**src/rtl/flash_read_pkg.sv**
```systemverilog
package flash_read_pkg;
    typedef enum logic [2:0] {
        ST_IDLE,
        ST_LAT,
        ST_BEAT,
        ST_INFO,
        ST_SUSP
    } rd_state_e;
endpackage

```
**src/rtl/flash_array.sv**
```systemverilog
module flash_array #(
    parameter int AW = 8,
    parameter int DW = 16
) (
    input  logic          clk,
    input  logic [AW-1:0] rd_addr,
    output logic [DW-1:0] rd_data
);
    localparam logic [31:0] MULT = 32'd40503;
    localparam logic [31:0] SEED = 32'h0000_5A5A;

    function automatic logic [DW-1:0] cell_value(input logic [AW-1:0] a);
        logic [31:0] p;
        p = 32'(a) * MULT;
        return DW'(p) ^ DW'(SEED);
    endfunction

    always_ff @(posedge clk) begin
        rd_data <= cell_value(rd_addr);
    end
endmodule

```
**src/rtl/burst_ptr_next.sv**
```systemverilog
module burst_ptr_next #(
    parameter int AW = 8
) (
    input  logic [AW-1:0] ptr,
    input  logic [1:0]    len_sel,
    output logic [AW-1:0] nxt
);
    logic [AW-1:0] mask;

    always_comb begin
        unique case (len_sel)
            2'd0:    mask = AW'(3);
            2'd1:    mask = AW'(7);
            default: mask = AW'(15);
        endcase
        nxt = (ptr & ~mask) | ((ptr + AW'(1)) & mask);
    end
endmodule

```
**src/rtl/burst_ctrl.sv**
```systemverilog
module burst_ctrl
    import flash_read_pkg::*;
#(
    parameter int          AW      = 8,
    parameter logic [2:0]  LAT_RST = 3'd4
) (
    input  logic          clk,
    input  logic          rst_n,
    input  logic          ce_n,
    input  logic          oe_n,
    input  logic          adv_n,
    input  logic          halt,
    input  logic          info_sel,
    input  logic [AW-1:0] addr,
    input  logic          cfg_load,
    input  logic          cfg_sync,
    input  logic [2:0]    cfg_lat,
    input  logic [1:0]    cfg_len,
    output logic [AW-1:0] ptr_d,
    output logic [AW-1:0] ptr_q,
    output logic          info_q,
    output logic          wait_val
);
    rd_state_e     state_q, state_d;
    logic [2:0]    cnt_q, cnt_d;
    logic          armed_q, armed_d;
    logic          susp_lat_q, susp_lat_d;
    logic          info_d;
    logic          sync_q;
    logic [2:0]    lat_q;
    logic [1:0]    len_q;
    logic [AW-1:0] wrap_nxt;
    logic          go;

    burst_ptr_next #(.AW(AW)) ptr_next_i (
        .ptr     (ptr_q),
        .len_sel (len_q),
        .nxt     (wrap_nxt)
    );

    // Next-state logic
    always_comb begin
        state_d    = state_q;
        ptr_d      = ptr_q;
        cnt_d      = cnt_q;
        armed_d    = armed_q;
        susp_lat_d = susp_lat_q;
        info_d     = info_q;
        go         = 1'b0;
        if (ce_n) begin
            state_d = ST_IDLE;
            armed_d = 1'b0;
            info_d  = 1'b0;
        end else if (!sync_q) begin
            state_d = ST_IDLE;
            if (!adv_n) begin
                ptr_d  = addr;
                info_d = info_sel;
            end
        end else begin
            unique case (state_q)
                ST_IDLE: begin
                    if (!adv_n) begin
                        ptr_d   = addr;
                        info_d  = info_sel;
                        armed_d = 1'b1;
                        go      = !halt;
                    end else if (armed_q) begin
                        go = 1'b1;
                    end
                end
                ST_LAT, ST_BEAT, ST_INFO: begin
                    if (!adv_n && !halt) begin
                        ptr_d  = addr;
                        info_d = info_sel;
                        go     = 1'b1;
                    end else if (halt && oe_n && state_q != ST_INFO) begin
                        state_d    = ST_SUSP;
                        susp_lat_d = (state_q == ST_LAT);
                    end else if (!halt) begin
                        if (state_q == ST_LAT) begin
                            if (cnt_q <= 3'd1) state_d = ST_BEAT;
                            else               cnt_d   = cnt_q - 3'd1;
                        end else if (state_q == ST_BEAT) begin
                            ptr_d = wrap_nxt;
                        end
                    end
                end
                ST_SUSP: begin
                    if (!halt && !oe_n)
                        state_d = susp_lat_q ? ST_LAT : ST_BEAT;
                end
                default: state_d = ST_IDLE;
            endcase
            if (go) begin
                armed_d = 1'b0;
                state_d = info_d ? ST_INFO : ST_LAT;
                cnt_d   = lat_q - 3'd1;
            end
        end
    end

    // State register
    always_ff @(posedge clk or negedge rst_n) begin
        if (!rst_n) begin
            state_q    <= ST_IDLE;
            ptr_q      <= '0;
            cnt_q      <= '0;
            armed_q    <= 1'b0;
            susp_lat_q <= 1'b0;
            info_q     <= 1'b0;
            sync_q     <= 1'b0;
            lat_q      <= LAT_RST;
            len_q      <= 2'd0;
        end else begin
            state_q    <= state_d;
            ptr_q      <= ptr_d;
            cnt_q      <= cnt_d;
            armed_q    <= armed_d;
            susp_lat_q <= susp_lat_d;
            info_q     <= info_d;
            if (cfg_load) begin
                sync_q <= cfg_sync;
                lat_q  <= (cfg_lat < 3'd2) ? 3'd2 : cfg_lat;
                len_q  <= cfg_len;
            end
        end
    end

    // Output decode
    always_comb begin
        unique case (state_q)
            ST_LAT:  wait_val = 1'b1;
            ST_SUSP: wait_val = susp_lat_q | info_q;
            default: wait_val = info_q;
        endcase
    end


    idle_on_deselect_chk: assert property (@(posedge clk) disable iff (!rst_n)
        ce_n |=> state_q == ST_IDLE);


    halt_freezes_beat_chk: assert property (@(posedge clk) disable iff (!rst_n)
        (state_q == ST_BEAT && halt && !ce_n && !cfg_load) |=> $stable(ptr_q));


    suspend_holds_ptr_chk: assert property (@(posedge clk) disable iff (!rst_n)
        (state_q == ST_SUSP && sync_q && !cfg_load) |=> $stable(ptr_q));


    resume_leaves_susp_chk: assert property (@(posedge clk) disable iff (!rst_n)
        (state_q == ST_SUSP && sync_q && !cfg_load && !ce_n && !halt && !oe_n)
        |=> state_q != ST_SUSP);


    wrap_in_block_chk: assert property (@(posedge clk) disable iff (!rst_n)
        (state_q == ST_BEAT && sync_q && !cfg_load && !ce_n && adv_n && !halt)
        |=> (ptr_q[AW-1:4] == $past(ptr_q[AW-1:4])) && (ptr_q != $past(ptr_q)));
endmodule

```
**src/rtl/flash_read_port.sv**
```systemverilog
module flash_read_port #(
    parameter int            AW      = 8,
    parameter int            DW      = 16,
    parameter logic [15:0]   ID_CODE = 16'h89C0,
    parameter logic [2:0]    LAT_RST = 3'd4
) (
    input  logic          clk,
    input  logic          rst_n,
    input  logic          ce_n,
    input  logic          oe_n,
    input  logic          we_n,
    input  logic          adv_n,
    input  logic          clk_halt,
    input  logic          info_sel,
    input  logic [AW-1:0] addr,
    input  logic          cfg_load,
    input  logic          cfg_sync,
    input  logic [2:0]    cfg_lat,
    input  logic [1:0]    cfg_len,
    output logic [DW-1:0] dq_out,
    output logic          dq_oe,
    output logic          wait_out,
    output logic          wait_oe
);
    logic [AW-1:0] ptr_d;
    logic [AW-1:0] ptr_q;
    logic          info_q;
    logic          wait_val;
    logic [DW-1:0] rd_data;

    burst_ctrl #(.AW(AW), .LAT_RST(LAT_RST)) ctrl_i (
        .clk      (clk),
        .rst_n    (rst_n),
        .ce_n     (ce_n),
        .oe_n     (oe_n),
        .adv_n    (adv_n),
        .halt     (clk_halt),
        .info_sel (info_sel),
        .addr     (addr),
        .cfg_load (cfg_load),
        .cfg_sync (cfg_sync),
        .cfg_lat  (cfg_lat),
        .cfg_len  (cfg_len),
        .ptr_d    (ptr_d),
        .ptr_q    (ptr_q),
        .info_q   (info_q),
        .wait_val (wait_val)
    );

    flash_array #(.AW(AW), .DW(DW)) array_i (
        .clk     (clk),
        .rd_addr (ptr_d),
        .rd_data (rd_data)
    );

    always_comb begin
        dq_out   = info_q ? (DW'(ID_CODE) ^ DW'(ptr_q[3:0])) : rd_data;
        dq_oe    = !ce_n && !oe_n && we_n && rst_n;
        wait_oe  = !ce_n;
        wait_out = wait_val;
    end


    data_needs_wait_drive_chk: assert property (@(posedge clk) disable iff (!rst_n)
        dq_oe |-> wait_oe);
endmodule

```
**config.mk**
```make
export PLATFORM = sky130hd
export DESIGN_NAME = flash_read_port
export DESIGN_NICKNAME = d
export VERILOG_FILES = /design/src/rtl/flash_read_pkg.sv /design/src/rtl/flash_array.sv /design/src/rtl/burst_ptr_next.sv /design/src/rtl/burst_ctrl.sv /design/src/rtl/flash_read_port.sv
export SDC_FILE = /design/constraint.sdc
export NUM_CORES = 1
export LEC_CHECK = 0
export BUFFER_PORTS_ARGS = -buffer_cell sky130_fd_sc_hd__buf_2
export CORE_MARGIN = 2
export CORE_UTILIZATION = 26
export DETAILED_ROUTE_END_ITERATION = 10
export HOLD_SLACK_MARGIN = 0.02
export SLEW_MARGIN = 30
export SYNTH_ARGS = -nofsm -noshare
export SYNTH_HDL_FRONTEND = slang
export SYNTH_SLANG_ARGS = --single-unit
```
**constraint.sdc**
```tcl
create_clock -name clk -period 9.84 [get_ports clk]
set_input_delay 1.968 -clock clk [delete_from_list [all_inputs] [get_ports clk]]
set_output_delay 1.968 -clock clk [all_outputs]
set_load 0.03 [all_outputs]
```
==> flow_summary.ini <==
[critical_path]
path_max_fanout = 11
slowest_stage = or4b_4
r2r_setup_slack_ps = 4390
endpoint_kind = flop
start_kind = primary input
crit_buf_inv = 2
cpPeakStageDelay_ps = 580
arrival_ps = 6810
critical-path-top-delay-family = adder cells
critPathKind = primary input to flop
crit_required_ps = 10000
crit_chain = buf_2 -> or4b_4 -> nor2_1 -> xnor2_1 -> a21oi_1 -> a21o_1 -> o221ai_1 -> fa_1 -> fa_1 -> inv_1 -> ha_1 -> fa_1 -> ha_1 -> a21o_1 -> a21oi_1 -> o21bai_1 -> a21oi_1 -> o31ai_1 -> xnor2_1

[global_routing]
antenna_found_initial = 0
grt_pass1_wl_microns = 13800
grt-ovfl-total = 0
grt_max_degree = 25
grtUsageTotal = 0.118
first_global_vias = 2855

[routing]
met1Wirelength_microns = 3840
via_per_inst = 4.73
drt-pass1-iter-count = 4
maxUsedRoutingLayer = met4
drc_errors = 0
routed_wl_microns = 8280
drt_iter0_markers = 139
wl_met3_microns = 316
dr_wl_met2_microns = 3930
routed-via-count = 2785
detail-route-antenna-nets = 0
routedWlPerCell_microns = 14.1

[timing]
hold_viol_final = 0
worst_pin_slew_ps = 664
finalSetupViolations = 0
maxSlewHeadroom = 0.557
max_freq_mhz = 150
clock_skew_ps = 4.46
period_minus_slack_ps = 6650
slew_viol_final = 0
fin_ws_ps = 3190
rsz0062_at_grt = no
fin_crit_sh = 0.675
finalSetupTns_ps = 0

[job]
maxCapViolCount = 0

[cells_and_area]
num_antenna_cells = 0
areaGrowthSynthToFinish_pct = 14.4
nFillCells = 1403
fin_nets = 504
drive_gt1_frac = 0.186

[die]
rows = 42
die_area_sq_um = 14700
ios = 42
coreArea_sq_um = 13300
die_width_microns = 121
die_y_microns = 121
start_util = 0.268

[clock_tree]
h-tree-depth = 2
numCtsBuffers = 5
cts_tree = built
cts_sinks = 39
worstSkewPairLatency_ps = 280
cts-root-buf = clkbuf_16
ctsHoldBuffers = 0
cts_max_path_buffers = 2
postCtsSetupBuffers = 0
path_clk_slew_ps = 60
ctsResizeCount = 0

[placement]
dp_hpwl_microns = 6580
port_buffers = 41
dp_slack_ps = 2930
gp_congestion = 0.864

[outcome]
outcome = complete, no violations

[synth]
synth-simple-area-share = 0.111
synth_common_cells = 52 x inv_1, 44 x ha_1, 25 x fa_1
yosys_warnings = 0
syn_inst = 379
yosysTopAreaCell = dfrtp_1
synth.top_cell.area_share = 0.154
synth-compound-area-share = 0.157
ys_seq_elements = 39
yosysSeqAreaShare = 0.250
syn_area_sq_um = 3580
yosys_most_used_dff = dfrtp_1
synthAdderAreaFrac = 0.293
synth_cell_types = 54
synth_xor_area_frac = 0.0513
synthTopCellsByArea = dfrtp_1 15%, ha_1 15%, fa_1 14%
async_flop_share = 0.590
yosysMostFrequentCell = inv_1
avgSynthCellArea_sq_um = 9.45
synth_nets = 471
synth_top_family_by_area = adder cells
synthMuxAreaShare = 0.0632
synth_edf_count = 0

[hold_path]
holdCritPathClass = flop to flop
## area by class of cell
| class | instances | area (sq um) | area share |
|---|---|---|---|
| Clock buffer | 8 | 156 | 0.0382 |
| Sequential cell | 39 | 897 | 0.219 |
| Inverter | 53 | 199 | 0.0485 |
| Multi-Input combinational cell | 272 | 2420 | 0.591 |
| Tap cell | 176 | 220 | 0.0537 |
| Timing Repair Buffer | 41 | 205 | 0.0501 |
## kinds of logic after synthesis
family | count (synthesis)
adder cells (fa/ha/maj) | 69
multiplexers | 21
flip-flops | 39
XOR/XNOR | 21
AO/OA/AOI/OAI | 86
AND/OR/NAND/NOR | 75
buffers and inverters | 68
## flip-flops by register name, summed over array words and instances (netlist names)
register / flops
ctrl_i.sync_q: 1
ctrl_i.cnt_q: 3
ctrl_i.susp_lat_q: 1
ctrl_i.lat_q: 3
ctrl_i.info_q: 1
array_i.rd_data: 16
ctrl_i.state_q: 3
ctrl_i.armed_q: 1
ctrl_i.ptr_q: 8
ctrl_i.len_q: 2
## placed cells by master (no fill, tap or decap), drive strengths merged, types with 2 or more instances in the layout
cell type / Yosys / final
a211o: 2 / 2
a211oi: 2 / 2
a21o: 8 / 8
a21oi: 24 / 24
a31oi: 4 / 4
and3: 2 / 2
buf: 4 / 41
clkbuf: 11 / 8
dfrtp: 22 / 22
dfxtp: 16 / 16
fa: 25 / 25
ha: 44 / 44
inv: 53 / 53
mux2: 13 / 13
mux2i: 8 / 8
nand2: 15 / 15
nand2b: 2 / 2
nand3: 5 / 5
nand4: 3 / 3
nor2: 18 / 18
nor2b: 9 / 9
nor3: 3 / 3
nor3b: 3 / 3
o211ai: 5 / 5
o21ai: 19 / 19
o21bai: 6 / 6
o221a: 2 / 2
o221ai: 3 / 3
o22ai: 2 / 2
o31ai: 2 / 2
or2: 8 / 8
or3: 2 / 2
xnor2: 15 / 15
xor2: 6 / 6
## per-layer routing
metal  vias to the layer above  GRT usage
met1                      1353      0.153
met4                         0     0.0553
li1                       1355          -
met3                        13     0.0197
met5                         -          0
met2                        64      0.192
## worst register-to-register path: stages, from the launching register on
cell and delay (ps):
dfrtp_1 590, or4b_4 640, nor2_1 170, xnor2_1 100, a21oi_1 150, a21o_1 150, o221ai_1 200, fa_1 540
fa_1 550, inv_1 50, ha_1 310, fa_1 490, ha_1 340, a21o_1 180, a21oi_1 280, o21bai_1 110
a21oi_1 230, o31ai_1 130, xnor2_1 140
## per-stage QoR
step	util	hold WS [ps]	area, sq um	instances
6_report	0.307	539	4100	589
3_5_place_dp	0.295	538	3940	581
4_1_cts	0.307	547	4100	589
2_1_floorplan	-	475	3580	379
5_1_grt	0.307	571	4100	589
3_3_place_gp	0.295	523	3940	581
## final timing paths
kind | startpoint | end | cells after the start
worst max-delay path | clk_halt | array_i.rd_data[15] | 19
worst min-delay path | ctrl_i.lat_q[1] | ctrl_i.lat_q[1] | 2
worst max register to register | ctrl_i.state_q[2] | array_i.rd_data[15] | 18
worst min register to register | ctrl_i.lat_q[1] | ctrl_i.lat_q[1] | 2
max in group asynchronous | rst_n | ctrl_i.ptr_q[2] | 1
min in group asynchronous | rst_n | ctrl_i.cnt_q[2] | 1
Power is not shown: default switching activity piles up to over one toggle a cycle in this logic, so the estimate is an artifact.
